### src/rtl/cal_pkg.sv
package cal_pkg;
    localparam int COEF_W = 16;
    localparam int M_FRAC = 15;
    localparam logic [COEF_W-1:0] M_UNITY = COEF_W'(1) << M_FRAC;

    typedef struct packed {
        logic [COEF_W-1:0]        m;
        logic signed [COEF_W-1:0] c;
    } coef_t;

    localparam coef_t COEF_IDENT = '{m: M_UNITY, c: '0};

    typedef enum logic [1:0] {
        FIT_IDLE,
        FIT_DIVIDE,
        FIT_SOLVE
    } fit_state_e;
endpackage

### src/rtl/cal_coef_bank.sv
module cal_coef_bank
    import cal_pkg::*;
#(
    parameter int NUM_RANGES = 4,
    parameter int RSEL_W     = 2
) (
    input  logic              clk,
    input  logic              rst_n,
    input  logic              port_we,
    input  logic [RSEL_W-1:0] port_sel,
    input  coef_t             port_coef,
    input  logic              fit_we,
    input  logic [RSEL_W-1:0] fit_sel,
    input  coef_t             fit_coef,
    input  logic [RSEL_W-1:0] rd_sel,
    output coef_t             rd_coef
);
    coef_t bank [NUM_RANGES];

    for (genvar g = 0; g < NUM_RANGES; g++) begin : g_entry
        always_ff @(posedge clk) begin
            if (!rst_n) begin
                bank[g] <= COEF_IDENT;
            end else if (fit_we && fit_sel == RSEL_W'(g)) begin
                bank[g] <= fit_coef;
            end else if (port_we && port_sel == RSEL_W'(g)) begin
                bank[g] <= port_coef;
            end
        end

        // a fitter commit is never overridden by a same-cycle port write
        assert_commit_wins_R6: assert property (@(posedge clk) disable iff (!rst_n)
            (fit_we && fit_sel == RSEL_W'(g)) |=> (bank[g] == $past(fit_coef)));
    end

    always_comb begin
        rd_coef = COEF_IDENT;
        for (int i = 0; i < NUM_RANGES; i++) begin
            if (rd_sel == RSEL_W'(i)) rd_coef = bank[i];
        end
    end
endmodule

### src/rtl/cal_divider.sv
module cal_divider #(
    parameter int NUM_W = 27,
    parameter int DEN_W = 12
) (
    input  logic             clk,
    input  logic             rst_n,
    input  logic             start,
    input  logic [NUM_W-1:0] num,
    input  logic [DEN_W-1:0] den,
    output logic             done,
    output logic [NUM_W-1:0] quot
);
    localparam int CNT_W = $clog2(NUM_W + 1);

    logic [DEN_W-1:0] rem_q;
    logic [DEN_W-1:0] den_q;
    logic [NUM_W-1:0] qn_q;
    logic [CNT_W-1:0] cnt_q;
    logic             run_q;
    logic [DEN_W:0]   trial;
    logic             take;

    always_comb begin
        trial = {rem_q, qn_q[NUM_W-1]};
        take  = trial >= {1'b0, den_q};
    end

    always_ff @(posedge clk) begin
        if (!rst_n) begin
            rem_q <= '0;
            den_q <= '0;
            qn_q  <= '0;
            cnt_q <= '0;
            run_q <= 1'b0;
            done  <= 1'b0;
        end else if (start) begin
            rem_q <= '0;
            den_q <= den;
            qn_q  <= num;
            cnt_q <= CNT_W'(NUM_W);
            run_q <= 1'b1;
            done  <= 1'b0;
        end else if (run_q) begin
            rem_q <= take ? DEN_W'(trial - {1'b0, den_q}) : DEN_W'(trial);
            qn_q  <= {qn_q[NUM_W-2:0], take};
            cnt_q <= cnt_q - 1'b1;
            run_q <= (cnt_q != CNT_W'(1));
            done  <= (cnt_q == CNT_W'(1));
        end else begin
            done <= 1'b0;
        end
    end

    assign quot = qn_q;

    // the fitter never restarts the divider while it is still iterating
    assert_no_restart_R9: assert property (@(posedge clk) disable iff (!rst_n)
        start |-> !run_q);
endmodule

### src/rtl/cal_fit_fsm.sv
module cal_fit_fsm
    import cal_pkg::*;
#(
    parameter int CODE_W = 12,
    parameter int RSEL_W = 2
) (
    input  logic              clk,
    input  logic              rst_n,
    input  logic              cal_start,
    input  logic [RSEL_W-1:0] cal_sel,
    input  logic [CODE_W-1:0] meas_lo,
    input  logic [CODE_W-1:0] meas_hi,
    output logic              busy,
    output logic              err,
    output logic              wr_en,
    output logic [RSEL_W-1:0] wr_sel,
    output coef_t             wr_coef
);
    localparam int CODE_MAX = (1 << CODE_W) - 1;
    localparam int IDEAL_LO = (CODE_MAX * 2) / 10;
    localparam int IDEAL_HI = (CODE_MAX * 8) / 10;
    localparam int NUM_W    = CODE_W + M_FRAC;
    localparam int PROD_W   = COEF_W + CODE_W;
    localparam int RND_W    = PROD_W - M_FRAC;
    localparam logic [NUM_W-1:0] FIT_NUM = NUM_W'(IDEAL_HI - IDEAL_LO) << M_FRAC;
    localparam logic [PROD_W-1:0] HALF   = PROD_W'(1) << (M_FRAC - 1);

    fit_state_e state_q, state_d;
    logic [CODE_W-1:0] lo_q;
    logic [RSEL_W-1:0] sel_q;
    logic              span_ok;
    logic              div_start;
    logic              div_done;
    logic [NUM_W-1:0]  div_quot;
    logic [COEF_W-1:0] m_sat;
    logic [PROD_W-1:0] m_lo;
    logic [RND_W-1:0]  m_lo_rnd;

    assign span_ok = meas_hi > meas_lo;

    cal_divider #(.NUM_W(NUM_W), .DEN_W(CODE_W)) u_div (
        .clk  (clk),
        .rst_n(rst_n),
        .start(div_start),
        .num  (FIT_NUM),
        .den  (CODE_W'(meas_hi - meas_lo)),
        .done (div_done),
        .quot (div_quot)
    );

    always_ff @(posedge clk) begin
        if (!rst_n) state_q <= FIT_IDLE;
        else        state_q <= state_d;
    end

    always_comb begin
        state_d   = state_q;
        busy      = 1'b1;
        div_start = 1'b0;
        wr_en     = 1'b0;
        unique case (state_q)
            FIT_IDLE: begin
                busy = 1'b0;
                if (cal_start && span_ok) begin
                    div_start = 1'b1;
                    state_d   = FIT_DIVIDE;
                end
            end
            FIT_DIVIDE: begin
                if (div_done) state_d = FIT_SOLVE;
            end
            FIT_SOLVE: begin
                wr_en   = 1'b1;
                state_d = FIT_IDLE;
            end
            default: state_d = FIT_IDLE;
        endcase
    end

    always_ff @(posedge clk) begin
        if (!rst_n) begin
            lo_q  <= '0;
            sel_q <= '0;
            err   <= 1'b0;
        end else if (state_q == FIT_IDLE && cal_start) begin
            err <= !span_ok;
            if (span_ok) begin
                lo_q  <= meas_lo;
                sel_q <= cal_sel;
            end
        end
    end

    always_comb begin
        m_sat    = (div_quot[NUM_W-1:COEF_W] != '0) ? '1 : div_quot[COEF_W-1:0];
        m_lo     = PROD_W'(m_sat) * PROD_W'(lo_q);
        m_lo_rnd = RND_W'((m_lo + HALF) >> M_FRAC);
        wr_coef.m = m_sat;
        wr_coef.c = COEF_W'(IDEAL_LO) - COEF_W'(m_lo_rnd);
        wr_sel    = sel_q;
    end

    // the error flag only rises after a start with a non-rising span
    assert_err_cause_R10: assert property (@(posedge clk) disable iff (!rst_n)
        $rose(err) |-> $past(cal_start && !span_ok && state_q == FIT_IDLE));
    // a commit follows the divider's completion by exactly one cycle
    assert_commit_after_quot_R8: assert property (@(posedge clk) disable iff (!rst_n)
        wr_en |-> $past(div_done));
    // a refused start never makes the fitter busy
    assert_refused_idle_R10: assert property (@(posedge clk) disable iff (!rst_n)
        (state_q == FIT_IDLE && cal_start && !span_ok) |=> !busy);
endmodule

### src/rtl/cal_correct_pipe.sv
module cal_correct_pipe
    import cal_pkg::*;
#(
    parameter int CODE_W = 12
) (
    input  logic                     clk,
    input  logic                     rst_n,
    input  logic                     in_valid,
    input  logic [CODE_W-1:0]        in_code,
    input  logic [COEF_W-1:0]        in_m,
    input  logic signed [COEF_W-1:0] in_c,
    output logic                     o_valid,
    output logic [CODE_W-1:0]        o_code
);
    localparam int PROD_W   = CODE_W + COEF_W;
    localparam int RND_W    = PROD_W - M_FRAC;
    localparam int SUM_W    = ((RND_W > COEF_W) ? RND_W : COEF_W) + 2;
    localparam int CODE_MAX = (1 << CODE_W) - 1;
    localparam logic [PROD_W-1:0] HALF = PROD_W'(1) << (M_FRAC - 1);

    logic                     v1_q;
    logic [RND_W-1:0]         p1_q;
    logic signed [COEF_W-1:0] c1_q;
    logic [PROD_W-1:0]        prod;
    logic signed [SUM_W-1:0]  sum;
    logic                     sum_neg;
    logic                     sum_high;

    assign prod = PROD_W'(in_code) * PROD_W'(in_m);

    always_ff @(posedge clk) begin
        if (!rst_n) begin
            v1_q <= 1'b0;
            p1_q <= '0;
            c1_q <= '0;
        end else begin
            v1_q <= in_valid;
            if (in_valid) begin
                p1_q <= RND_W'((prod + HALF) >> M_FRAC);
                c1_q <= in_c;
            end
        end
    end

    always_comb begin
        sum      = SUM_W'(p1_q) + SUM_W'(c1_q);
        sum_neg  = sum[SUM_W-1];
        sum_high = !sum_neg && (sum > SUM_W'(CODE_MAX));
    end

    always_ff @(posedge clk) begin
        if (!rst_n) begin
            o_valid <= 1'b0;
            o_code  <= '0;
        end else begin
            o_valid <= v1_q;
            if (v1_q) begin
                if (sum_neg)       o_code <= '0;
                else if (sum_high) o_code <= CODE_W'(CODE_MAX);
                else               o_code <= sum[CODE_W-1:0];
            end
        end
    end

    // every accepted sample appears two edges later
    assert_latency_R4: assert property (@(posedge clk) disable iff (!rst_n)
        in_valid |=> ##1 o_valid);
    // negative sums clamp to zero
    assert_floor_R3: assert property (@(posedge clk) disable iff (!rst_n)
        (v1_q && sum_neg) |=> (o_code == '0));
    // sums above full scale clamp to the top code
    assert_ceiling_R3: assert property (@(posedge clk) disable iff (!rst_n)
        (v1_q && sum_high) |=> (o_code == CODE_W'(CODE_MAX)));
endmodule

### src/rtl/adc_cal_engine.sv
module adc_cal_engine
    import cal_pkg::*;
#(
    parameter int CODE_W     = 12,
    parameter int NUM_RANGES = 4,
    parameter int RSEL_W     = (NUM_RANGES > 1) ? $clog2(NUM_RANGES) : 1
) (
    input  logic              clk,
    input  logic              rst_n,
    input  logic              s_valid,
    output logic              s_ready,
    input  logic [CODE_W-1:0] s_code,
    input  logic [RSEL_W-1:0] s_range,
    input  logic              two_point,
    output logic              o_valid,
    output logic [CODE_W-1:0] o_code,
    input  logic              coef_we,
    input  logic [RSEL_W-1:0] coef_range,
    input  logic [COEF_W-1:0] coef_m,
    input  logic [COEF_W-1:0] coef_c,
    input  logic              cal_start,
    input  logic [RSEL_W-1:0] cal_range,
    input  logic [CODE_W-1:0] cal_meas_lo,
    input  logic [CODE_W-1:0] cal_meas_hi,
    output logic              cal_busy,
    output logic              cal_err
);
    coef_t       port_coef;
    coef_t       fit_coef;
    coef_t       rd_coef;
    logic        fit_we;
    logic [RSEL_W-1:0] fit_sel;
    logic        accept;
    logic [COEF_W-1:0] m_eff;

    assign port_coef = '{m: coef_m, c: coef_c};

    cal_fit_fsm #(.CODE_W(CODE_W), .RSEL_W(RSEL_W)) u_fit (
        .clk      (clk),
        .rst_n    (rst_n),
        .cal_start(cal_start),
        .cal_sel  (cal_range),
        .meas_lo  (cal_meas_lo),
        .meas_hi  (cal_meas_hi),
        .busy     (cal_busy),
        .err      (cal_err),
        .wr_en    (fit_we),
        .wr_sel   (fit_sel),
        .wr_coef  (fit_coef)
    );

    cal_coef_bank #(.NUM_RANGES(NUM_RANGES), .RSEL_W(RSEL_W)) u_bank (
        .clk      (clk),
        .rst_n    (rst_n),
        .port_we  (coef_we),
        .port_sel (coef_range),
        .port_coef(port_coef),
        .fit_we   (fit_we),
        .fit_sel  (fit_sel),
        .fit_coef (fit_coef),
        .rd_sel   (s_range),
        .rd_coef  (rd_coef)
    );

    assign s_ready = !cal_busy;
    assign accept  = s_valid && s_ready;
    assign m_eff   = two_point ? rd_coef.m : M_UNITY;

    cal_correct_pipe #(.CODE_W(CODE_W)) u_pipe (
        .clk     (clk),
        .rst_n   (rst_n),
        .in_valid(accept),
        .in_code (s_code),
        .in_m    (m_eff),
        .in_c    (rd_coef.c),
        .o_valid (o_valid),
        .o_code  (o_code)
    );

    // no result can come out of a sample offered while the fitter was busy
    assert_stall_R9: assert property (@(posedge clk) disable iff (!rst_n)
        (s_valid && cal_busy) |=> ##1 !o_valid);
endmodule

### config.mk
export PLATFORM = sky130hd
export DESIGN_NAME = adc_cal_engine
export DESIGN_NICKNAME = d
export VERILOG_FILES = /design/src/rtl/cal_pkg.sv /design/src/rtl/cal_coef_bank.sv /design/src/rtl/cal_divider.sv /design/src/rtl/cal_fit_fsm.sv /design/src/rtl/cal_correct_pipe.sv /design/src/rtl/adc_cal_engine.sv
export SDC_FILE = /design/constraint.sdc
export NUM_CORES = 1
export LEC_CHECK = 0
export BUFFER_PORTS_ARGS = -buffer_cell sky130_fd_sc_hd__buf_2
export CAP_MARGIN = 20
export CORE_MARGIN = 10
export CORE_UTILIZATION = 60
export DETAILED_ROUTE_END_ITERATION = 16
export PLACE_DENSITY_LB_ADDON = 0.25
export SLEW_MARGIN = 0
export SYNTH_ARGS = -nofsm -noshare
export SYNTH_HDL_FRONTEND = slang
export SYNTH_SLANG_ARGS = --single-unit
### constraint.sdc
create_clock -name clk -period 9.6 [get_ports clk]
set_clock_uncertainty 0.15 [all_clocks]
set_input_delay 0.48 -clock clk [delete_from_list [all_inputs] [get_ports clk]]
set_output_delay 0.48 -clock clk [all_outputs]
set_load 0.02 [all_outputs]
==> results of run 1 <==
==> final cells by class <==
class	count	area, sq um	share of cell area (%)
multi-input cells	1744	16130	62.10
flip-flops and latches	246	6207	23.89
inverters	403	1513	5.822
clock buffers	34	723.2	2.783
well taps	525	656.9	2.528
repair buffers	113	610.6	2.350
clock inverters	13	127.6	0.4912
diodes	4	10.01	0.03852
==> power breakdown <==
group          switching, W  internal, W
Clock              0.000422     0.000588
Sequential        0.0000608      0.00119
Combinational       0.00121     0.000776
==> path summary, 6_finish.rpt <==
check,depth (start not counted),startpoint,to
setup / recovery,24,u_fit.u_div.quot[16],u_bank.bank[3][14]
hold / removal,3,cal_start,u_fit.err
setup reg to reg,24,u_fit.u_div.quot[16],u_bank.bank[3][14]
hold reg to reg,2,u_pipe.o_code[10],u_pipe.o_code[10]
==> routing by layer <==
metal / global-route usage (%) / vias up / wire length [microns]
li1: - / 8345 / -
met1: 31.09 / 9084 / 24680
met2: 43.19 / 719 / 31280
met3: 3.744 / 118 / 4293
met4: 8.310 / 2 / 1729
met5: 0 / - / 10
==> critical path, cell delays in order (launching register included) <==
cell and delay (ns):
dfxtp_1 0.33, nor4_1 0.28, nand3_1 0.42, or2_2 0.62
and2_1 0.25, fa_1 0.53, inv_1 0.06, fa_1 0.55
inv_1 0.05, fa_1 0.45, fa_1 0.50, inv_1 0.06
fa_1 0.55, inv_1 0.06, ha_1 0.30, and3_1 0.21
and3_1 0.25, a2111oi_4 0.41, nor2_2 0.15, a211oi_4 0.39
nor2_2 0.10, a211oi_2 0.19, xnor2_1 0.14, a211o_2 0.43
a22o_2 0.26
==> layout by cell type, fill, tap and decap left out, types with 9 or more instances in the layout <==
cell type  netlist  final
inv_1          403    402
nand2_1        362    362
fa_1           281    281
ha_1           192    192
edfxtp_1       128    128
dfxtp_1        118    117
nor2_1         110    106
a22o_1         104    104
buf_2            4     95
and2_1          90     90
a21oi_1         75     74
and3_1          68     67
mux2i_1         61     61
o21ai_0         53     53
xnor2_1         37     37
mux4_2          32     32
clkbuf_16        0     28
xor2_1          24     24
a21o_1          22     22
or2_2           19     19
a211oi_1        19     19
nor3_1          18     18
buf_4            0     18
nand3_1         16     16
nand2b_1        16     16
nand4_1         10     10
o21a_1           9      9
==> sequential cells by signal, summed over array words and instances (netlist names), 2 cells and up <==
register           count
u_bank.bank          128
u_fit.state_q          2
u_fit.lo_q            12
u_fit.wr_sel           2
u_pipe.o_code         12
u_fit.u_div.rem_q     12
u_fit.u_div.den_q     12
u_pipe.p1_q           13
u_fit.u_div.cnt_q      5
u_fit.u_div.quot      27
u_pipe.c1_q           16
==> cell usage after synthesis, types with 16 or more instances <==
master and number:
xor2_1 24, a21o_1 22, nand3_1 16, o21ai_0 53
xnor2_1 37, mux2i_1 61, inv_1 403, ha_1 192
or2_2 19, and3_1 68, nand2_1 362, a21oi_1 75
and2_1 90, mux4_2 32, dfxtp_1 118, a22o_1 104
nand2b_1 16, nor3_1 18, fa_1 281, a211oi_1 19
clkbuf_1 141, edfxtp_1 128, nor2_1 110
==> metrics by stage <==
stage | cells | setup slack (ns) | cell area (sq um)
2_1_floorplan | 2544 | 2.367 | 24360
3_3_place_gp | 3031 | 1.948 | 25120
3_5_place_dp | 3031 | 1.718 | 25120
4_1_cts | 3078 | 1.709 | 25970
5_1_grt | 3082 | 1.215 | 25980
6_report | 3082 | 1.668 | 25980
==> cell families after synthesis <==
kind of cell | count (synthesis) | share of synthesized area [%]
AOI/OAI and AO/OA | 359 | 10.60
xor gates and xnor gates | 61 | 2.193
adders and majority gates | 473 | 32.95
buffers and inverters | 554 | 8.622
DFF | 246 | 25.47
muxes | 97 | 5.649
and+or+nand+nor | 754 | 14.51
==> results.txt, run 1 <==
The post-synthesis cell count is 2544. The min-delay analysis places its worst path in the category in -> reg. The final hold violation count is 0. The summed negative setup slack over all endpoints came out at 0 ns.

Summed over all instances, the cell type with the most area after synthesis is fa_1. The synthesized netlist net count is 3097. The clock drives 246 sinks. The minimum hold slack came out at 0.04510 ns. The maximum clock insertion buffer count is 3.

Setup repair after global routing left no endpoint under its margin. The routed via count divided by cell count is 5.927. The number of primary I/O pins is 96. CTS placed an instance of clkbuf_16 at the clock tree root. The number of hold buffers added after CTS was 0. The leading register cell type out of synthesis is edfxtp_1. The number of fill cells in the layout is 3182. The overall power after layout is 0.004243 W. The data arrival time of the critical path came out at 8.07 ns.

The shortest period the worst path allows is 7.932 ns. In this run, post-CTS repair resized a total of 0 instances. The number of storage elements in the synthesis netlist came out at 246. The congestion estimate from routability-driven global placement came to 0.9192. The worst setup path is captured at a flip-flop. The required time of the critical path is 9.74 ns. The effective utilization at floorplan is 61.04%.

The startpoint type of the worst setup path is a flip-flop. The final setup violation count is 0. The post-CTS setup buffer count came out at 0. The count of standard-cell rows came out at 73. The overall global routing resource usage came out at 24.86%. The number of violations reported at the end of detailed-routing iteration 0 is 1561. The post-synthesis async set-or-reset flop share came out at 0%. CTS built an H-tree with a depth of 1. The share of the core filled with cells is 65.10%. The post-detailed-route wirelength per cell came out at 20.12 microns. The clock-pin slew of the registers on the worst-case setup and hold paths came out at 0.06 ns.

The final max-slew violation count came out at 0. In the routed design, unresolved DRC markers number 0. The number of nets still failing antenna checks after routing is 0. The via count of the first global-routing pass came out at 19.12k.

The setup path with the least slack is of type reg -> reg. Counting flops with a built-in enable in the synthesized netlist gives 128. The routed wire length is 62000 microns.

In this run the standard cell core region covers 39910 sq um. Relative to the synthesized area, the layout overhead comes to 6.640%. The setup check on the worst reg-to-reg path leaves a slack of 1.67 ns. The number of warnings printed during yosys synthesis came out at 0. The average size of a mapped cell is 9.577 sq um. After layout, the worst path uses 82.62% of the clock period. The number of buffers created by CTS is 26. The run finished with clean final reports. The pin count of the biggest net entering global routing is 77. The via count came out at 18.27k. The portion of the post-synthesis area used by sequential elements is 25.47%. The headroom to the max-slew limit came out at 33.64%. The clock reaches the later pin of the worst-skew pair after 0.54 ns.

The initial antenna violation count is 9. The leakage power came out at 12.04 nW. Max-cap violations in this run came to 0. By area the synthesized netlist is led by fa_1 23%, edfxtp_1 16%, ha_1 9.9%. The first-pass GRT wire length came out at 100000 microns. TritonCTS built the clock tree. Global routing finished with a remaining overflow of 0. The power density over the cells came out at 163.3 nW/um^2. In this run the worst path has a maximum fanout of 17. The cell area that synthesis handed to floorplanning was 24360 sq um. The die outline width came out at 221.5 microns. The number of nets in the final layout is 3087. The share of the synthesized area in the top cell type came out at 23.09%.

The count of buffers inserted at the top-level ports is 95. The detailed-routing iteration count for the pre-antenna-repair pass is 5. IR analysis of the VDD net gives a maximum drop of 0.1228 mV. The full die area came out at 49070 sq um. The slew at the pin with the worst max-slew slack is 0.9954 ns. The floorplan step set the die height to 221.5 microns.

In this run, distinct cell masters in the synthesized netlist total 75. The post-route netlist has 9.127% of its cells at a drive strength greater than 1. Static timing analysis puts the maximum clock frequency at 0.1261 GHz.

Summed over all nets, the half-perimeter wirelength after detailed placement is 46440 microns.
Power figures use the tool's default switching activity.
==> run 2, diff against run 1 <==
- clock period: 9.6 -> 7.4 ns (I/O delays scaled with it)
==> results.txt, run 2 (synthesis results as in run 1) <==
The vertical die dimension came out at 221.5 microns (unchanged). The count of buffers inserted at the top-level ports is 95 (unchanged). The startpoint type of the worst setup path is a flip-flop (unchanged). The commonest non-fill, non-tap cell in the layout is inv_1 (unchanged).

The DRC violation count after routing is 0 (unchanged). The post-detailed-route wirelength per cell is 19.90 microns (was 20.12 microns). The share of the clock period used by the worst path after layout is 97.51% (was 82.62%).

The number of nets in the final layout is 3156 (was 3087). The number of buffers created by CTS is 27 (was 26). The H-tree depth reported by CTS came out at 1 (unchanged). The root cell of the clock tree was clkbuf_16 (unchanged). The cell at the slowest stage of the critical path is fa_1 (was or2_2). The via count is 18.51k (was 18.27k).

The number of violations reported at the end of detailed-routing iteration 0 came to 1536 (was 1561). The number of placed cells counting well taps is 3071 (was 3031). The pin count of the biggest net entering global routing is 66 (was 77).

The least setup slack across all paths after layout came to 0.1841 ns (was 1.668 ns). The endpoint type of the worst setup path is a flip-flop (unchanged). The CTS tree was yes (unchanged). Highest-count cells in the layout ignoring fill and taps: 401 x inv_1, 361 x nand2_1, 280 x fa_1, 184 x ha_1, 128 x edfxtp_1 (was 402 x inv_1, 362 x nand2_1, 281 x fa_1, 192 x ha_1, 128 x edfxtp_1).

The slew at the pin with the worst max-slew slack came out at 1.035 ns (was 0.9954 ns). The final global-route overflow total came out at 0 (unchanged). The depth of the most critical reg-to-reg path was 26 (was 24).

The critical setup path kind was reg -> reg (unchanged). The routed wire length is 62690 microns (was 62000 microns). The final cell count without fillers came out at 3151 (was 3082). The power density over the cells is 212.9 nW/um^2 (was 163.3 nW/um^2). The type of the most critical hold path is in -> reg (unchanged).

The met1 track demand over resource in global routing was 31.63% (was 31.09%). The number of nets still failing antenna checks after routing came out at 0 (unchanged). The full die area was 49070 sq um (unchanged). The number of cells on the critical path came out at 26 (was 24). The HPWL after detailed placement is 46780 microns (was 46440 microns). The data arrival time of the critical path came out at 7.34 ns (was 8.07 ns). The clock-pin slew of the registers on the worst-case setup and hold paths came out at 0.06 ns (about the same). The worst-skew pair later-pin latency was 0.54 ns (about the same). The count of standard-cell rows was 73 (unchanged). The initial antenna violation count came out at 8 (was 9). The share of layout cells above drive strength 1 came out at 12.26% (was 9.127%). The maximum frequency from static timing analysis is 0.1386 GHz (was 0.1261 GHz). The effective utilization at floorplan is 61.04% (unchanged).

The final setup violation count came to 0 (unchanged). The leakage power came out at 12.42 nW (was 12.04 nW). The flip-flop count of the largest register, all copies and words added is 128 (unchanged). The most frequent cell on the critical path is fa_1 (unchanged).

The maximum clock insertion buffer count came to 3 (unchanged). The total buffers and inverters traversed by the critical path came out at 6 (was 4). The sequential cell area is 6212 sq um (was 6207 sq um). The highest net fanout along the worst path came to 8 (was 17). The core outline area is 39910 sq um (unchanged). The routed via count divided by cell count came out at 5.876 (was 5.927). The number of clock sinks is 246 (unchanged). The routability congestion estimate from global placement is 0.8906 (was 0.9192). The shortest period the worst path allows came out at 7.216 ns (was 7.932 ns).

The final max-slew violation count came out at 0 (unchanged). The area of combinational cells with multiple inputs came to 16470 sq um (was 16130 sq um). The met3 demand-to-capacity share in global routing is 3.282% (was 3.744%). The share of the core filled with cells came to 67.35% (was 65.10%). The via count of the first global-routing pass is 19.22k (was 19.12k).

The number of primary I/O pins is 96 (unchanged). The dominant delay contributor by cell family on the critical path is adder cells (unchanged). The number of fill cells in the layout was 3067 (was 3182). The busiest layer in global routing is met2 (unchanged). The first-pass GRT wire length is 100900 microns (was 100000 microns). The part of the power in combinational logic is 49.9% (was 46.8%). The max capacitance violation total is 0 (unchanged).

The hold-critical path depth came out at 3 (unchanged). The overall global routing resource usage is 25.01% (was 24.86%). The required time of the critical path is 7.53 ns (was 9.74 ns).

The final hold violation count is 0 (unchanged). Status: completed (unchanged). The clock power share came out at 21.8% (was 23.8%). The sequential share of power is 28.3% (was 29.4%). The die outline width is 221.5 microns (unchanged). The summed negative setup slack over all endpoints is 0 ns (unchanged). The top register by number of flip-flops is u_bank.bank (unchanged). The worst slack at placement is -0.1552 ns (was 1.718 ns). The longest individual stage delay on the worst path is 0.57 ns (was 0.62 ns). The switching part of the total power came out at 39.62% (was 39.85%).

The headroom to the max-slew limit was 31.02% (was 33.64%). The internal power summed over all cells came out at 0.003456 W (was 0.002552 W). The area growth from synthesis to layout is 10.33% (was 6.640%). The worst IR drop on VDD came out at 0.1606 mV (was 0.1228 mV).

The detailed-routing iteration count for the pre-antenna-repair pass is 5 (unchanged). The net switching component of the power came to 0.002268 W (was 0.001691 W). The met2 layer usage reported by global route came out at 43.45% (was 43.19%).
## run 2: cell count changes in the layout (fill, tap and decap cells not counted), moves of 5 or more
cell,before,now
or2_2,19,7
buf_4,18,61
clkinv_2,7,2
buf_6,0,6
or2_4,0,12
dlygate4sd3_1,0,15
ha_4,0,5
ha_1,192,184
## run 2: stage by stage
step,hold WS (ns),area [sq um],power (W)
floorplan,0.2856,24360,0.003559
detailed placement,0.2993,25430,0.004276
global route,0.01777,26880,0.006134
CTS,0.002666,26400,0.005542
global placement,0.2895,25430,0.004173
finish,0.008475,26880,0.005724
## run 2: worst reg2reg max path: cells and delay by family (launching register included)
family	cells	cell delay [ns]
and+or+nand+nor	6	1.15
buffers and inverters	6	0.72
muxes	1	0.17
AOI/OAI and AO/OA	6	1.41
DFF	1	0.34
adders and majority gates	6	2.85
xor gates and xnor gates	1	0.15
## run 2: final timing paths
path                       endpoint  slack [ns]            startpoint
hold reg to reg      u_pipe.p1_q[9]        0.31        u_pipe.p1_q[9]
setup reg to reg  u_bank.bank[2][7]        0.18  u_fit.u_div.quot[21]
setup / recovery  u_bank.bank[2][7]        0.18  u_fit.u_div.quot[21]
hold / removal    u_bank.bank[2][2]       0.008             coef_c[2]
## run 2: layout make-up
cell class                      instances  share of cell area (%)
Sequential cell                       246                   23.11
Tap cell                              525                   2.444
Clock inverter                          9                  0.2700
Multi-Input combinational cell       1745                   61.28
Antenna cell                            7                 0.06516
Inverter                              403                   5.627
Timing Repair Buffer                  180                   4.487
Clock buffer                           36                   2.714
## run 2: routing by layer
layer  vias up  part of all wire, %
met5         -                0.049
met4         4                  3.3
met3       119                  6.7
met2       680                   50
met1      9217                   40
li1       8494                    -
## run 2: power groups by stage
stage / Clock [W] / Sequential (W) / Combinational [W]
after floorplan: 0 / 0.00162 / 0.00194
after global placement: 0 / 0.00164 / 0.00254
after detailed placement: 0 / 0.00164 / 0.00263
after CTS: 0.00126 / 0.00162 / 0.00267
after global routing: 0.00132 / 0.00163 / 0.00319
final: 0.00125 / 0.00162 / 0.00286
## run 2: timing repair
| item | CTS | global route |
|---|---|---|
| gates resized for setup | 4 | 74 |
| pin swaps | 1 | 32 |
| endpoints found under the hold margin | 15 | 0 |
| setup buffers | 1 | 11 |
| hold buffers | 15 | 0 |
| setup endpoints to repair | 36 | 40 |
| gates cloned | 0 | 2 |
==> run 3, diff against run 2 <==
- GPL_TIMING_DRIVEN: not set -> 0
==> results.txt, run 3 (synthesis results as in run 1) <==
The routed via count divided by cell count came out at 5.918 (was 5.876). The least setup slack across all paths after layout came out at -0.1576 ns (was 0.1841 ns). The minimum hold slack came out at 0.007450 ns (was 0.008475 ns). The pin count of the biggest net entering global routing came to 22 (was 66). The share of layout cells above drive strength 1 is 12.95% (was 12.26%). The worst IR drop on VDD is 0.3209 mV (was 0.1606 mV). The flip-flop count of the largest register, all copies and words added is 128 (unchanged).

The hold-critical path depth is 2 (was 3). The met2 layer usage reported by global route came to 44.60% (was 43.45%). The DRC violation count after routing came out at 0 (unchanged). The first-pass GRT wire length came out at 106000 microns (was 100900 microns).

The area growth from synthesis to layout came to 13.35% (was 10.33%). Highest-count cells in the layout ignoring fill and taps: 395 x inv_1, 359 x nand2_1, 280 x fa_1, 187 x ha_1, 128 x edfxtp_1 (was 401 x inv_1, 361 x nand2_1, 280 x fa_1, 184 x ha_1, 128 x edfxtp_1). The startpoint of the worst hold path is coef_m[5] (was coef_c[2]). The final setup violation count came out at 27 (was 0). The number of nets still failing antenna checks after routing came out at 0 (unchanged). The number of fill cells in the layout is 3005 (was 3067). The final hold violation count came to 0 (unchanged). The leakage power came out at 12.68 nW (was 12.42 nW).

The number of primary I/O pins came to 96 (unchanged). The met1 track demand over resource in global routing came out at 33.11% (was 31.63%). The most frequent cell on the critical path is fa_1 (unchanged). The top register by number of flip-flops is u_bank.bank (unchanged). The detailed-routing iteration count for the pre-antenna-repair pass is 6 (was 5). The worst-skew pair later-pin latency came out at 0.55 ns (was 0.54 ns). The max capacitance violation total is 0 (unchanged). The final global-route overflow total is 0 (unchanged). The terminus of the critical flop-to-flop path is u_bank.bank[3][11] (was u_bank.bank[2][7]). The endpoint of the worst hold-timing path was u_bank.bank[1][21] (was u_bank.bank[2][2]). The highest net fanout along the worst path came out at 10 (was 8).

The post-detailed-route wirelength per cell came out at 20.29 microns (was 19.90 microns). The overall global routing resource usage is 26.43% (was 25.01%). The cell at the slowest stage of the critical path was fa_1 (unchanged). The core outline area was 39910 sq um (unchanged). The commonest non-fill, non-tap cell in the layout is inv_1 (unchanged). The routability congestion estimate from global placement is 0.9335 (was 0.8906).

The busiest layer in global routing was met2 (unchanged). The final max-slew violation count is 0 (unchanged). The die outline width is 221.5 microns (unchanged). The number of nets in the final layout came out at 3275 (was 3156). The count of standard-cell rows was 73 (unchanged). The type of the most critical hold path is in -> reg (unchanged). The H-tree depth reported by CTS was 1 (unchanged). The maximum clock insertion buffer count is 3 (unchanged). The initial antenna violation count came out at 11 (was 8).

The required time of the critical path was 7.55 ns (was 7.53 ns). The number of buffers created by CTS is 25 (was 27). The overall power after layout came to 0.006099 W (was 0.005724 W). The startpoint type of the worst setup path was a flip-flop (unchanged). The maximum frequency from static timing analysis is 0.1323 GHz (was 0.1386 GHz).

The HPWL after detailed placement is 51810 microns (was 46780 microns). The critical setup path kind is reg -> reg (unchanged). The checks that failed: setup timing. The endpoint type of the worst setup path was a flip-flop (unchanged). The number of clock sinks is 246 (unchanged). The shortest period the worst path allows is 7.558 ns (was 7.216 ns).

The effective utilization at floorplan was 61.04% (unchanged). The summed negative setup slack over all endpoints came out at -2.268 ns (was 0 ns). The startpoint of the lowest-slack register-to-register path is u_fit.u_div.quot[17] (was u_fit.u_div.quot[21]).

The count of buffers inserted at the top-level ports came out at 93 (was 95). The via count is 19.38k (was 18.51k). The number of violations reported at the end of detailed-routing iteration 0 is 1541 (was 1536). Setup repair after global routing could not meet its margin everywhere. The power density over the cells came to 220.8 nW/um^2 (was 212.9 nW/um^2).

The routed wire length was 66460 microns (was 62690 microns). The via count of the first global-routing pass is 19.84k (was 19.22k). Status: finished, violations left (was completed). The headroom to the max-slew limit is 26.34% (was 31.02%).

The dominant delay contributor by cell family on the critical path is adder cells (unchanged). The slew at the pin with the worst max-slew slack came to 1.095 ns (was 1.035 ns). The longest individual stage delay on the worst path came out at 0.54 ns (was 0.57 ns).

The root cell of the clock tree is clkbuf_16 (unchanged). The CTS tree was yes (unchanged). The met3 demand-to-capacity share in global routing is 3.928% (was 3.282%).

The share of the clock period used by the worst path after layout is 102.1% (was 97.51%). The clock-pin slew of the registers on the worst-case setup and hold paths came out at 0.07 ns (was 0.06 ns). The data arrival time of the critical path is 7.71 ns (was 7.34 ns). The share of the core filled with cells was 69.19% (was 67.35%).

The depth of the most critical reg-to-reg path is 27 (was 26). The vertical die dimension was 221.5 microns (unchanged). The setup slack of the most critical reg-to-reg path came out at -0.16 ns (was 0.18 ns).

The full die area came out at 49070 sq um (unchanged). The total buffers and inverters traversed by the critical path is 7 (was 6).
-- run 3: cell types whose count changed in the layout (fill, tap and decap cells not counted), sizes merged --
cell / previous run / this run
clkbuf: 36 / 145
clkinvlp: 0 / 6
bufinv: 1 / 5
diode: 7 / 9
dlygate4sd3: 15 / 17
inv: 404 / 406
a211o: 7 / 6
buf: 165 / 166
clkinv: 7 / 6
-- run 3: what timing repair did --
item	in CTS	in global routing
hold buffers	17	0
endpoints found under the setup margin	66	52
resized for setup	100	63
hold endpoints to repair	18	0
pin swaps	37	42
setup buffers	25	24
cloned	2	0
-- run 3: cell type report --
class	instances	area, sq um	share of cell area, %
antenna	9	22.52	0.08155
clock inverter	20	266.5	0.9650
clock buffer	26	639.4	2.315
buffer	130	620.6	2.247
tap	525	656.9	2.379
inverter	403	1513	5.478
sequential	246	6211	22.49
timing repair buffer	172	1170	4.236
multi-input combinational	1744	16520	59.81
-- run 3: through the flow --
step | std cells | cell area, sq um | setup WS [ns]
after floorplan | 2544 | 24360 | 0.1674
after global placement | 3162 | 25490 | -1.219
final | 3275 | 27620 | -0.1576
after CTS | 3243 | 27190 | -0.01458
after global routing | 3272 | 27610 | -0.3663
after detailed placement | 3172 | 25640 | -1.342
-- run 3: worst reg2reg max path: cells and delay by family (launching register included) --
kind	cells	cell delay (ns)
AO/OA/AOI/OAI	8	1.92
XOR/XNOR	2	0.38
adder cells (fa/ha/maj)	6	2.74
buffers and inverters	7	0.81
flip-flops	1	0.34
AND/OR/NAND/NOR	4	0.97
-- run 3: worst max path at each step --
stage | from | to | slack (ns) | cells past startpoint
6_report | u_fit.u_div.quot[17] | u_bank.bank[3][11] | -0.16 | 27
5_1_grt | u_fit.u_div.quot[17] | u_bank.bank[1][13] | -0.37 | 26
4_1_cts | u_fit.u_div.quot[22] | u_bank.bank[0][11] | -0.01 | 26
3_5_place_dp | u_fit.u_div.quot[16] | u_bank.bank[1][12] | -1.34 | 29
3_3_place_gp | u_fit.u_div.quot[16] | u_bank.bank[1][8] | -1.22 | 27
2_1_floorplan | u_fit.u_div.quot[19] | u_bank.bank[1][13] | 0.17 | 27
-- run 3: metal layers --
metal	wire [microns]	vias to the layer above
li1	-	8736
met1	25440	9540
met2	32420	927
met3	5430	173
met4	3142	4
met5	32	-
-- run 3: report_power, final --
part           switching (W)  internal, W
clock network       0.000577     0.000815
logic                0.00180      0.00130
registers          0.0000648      0.00154
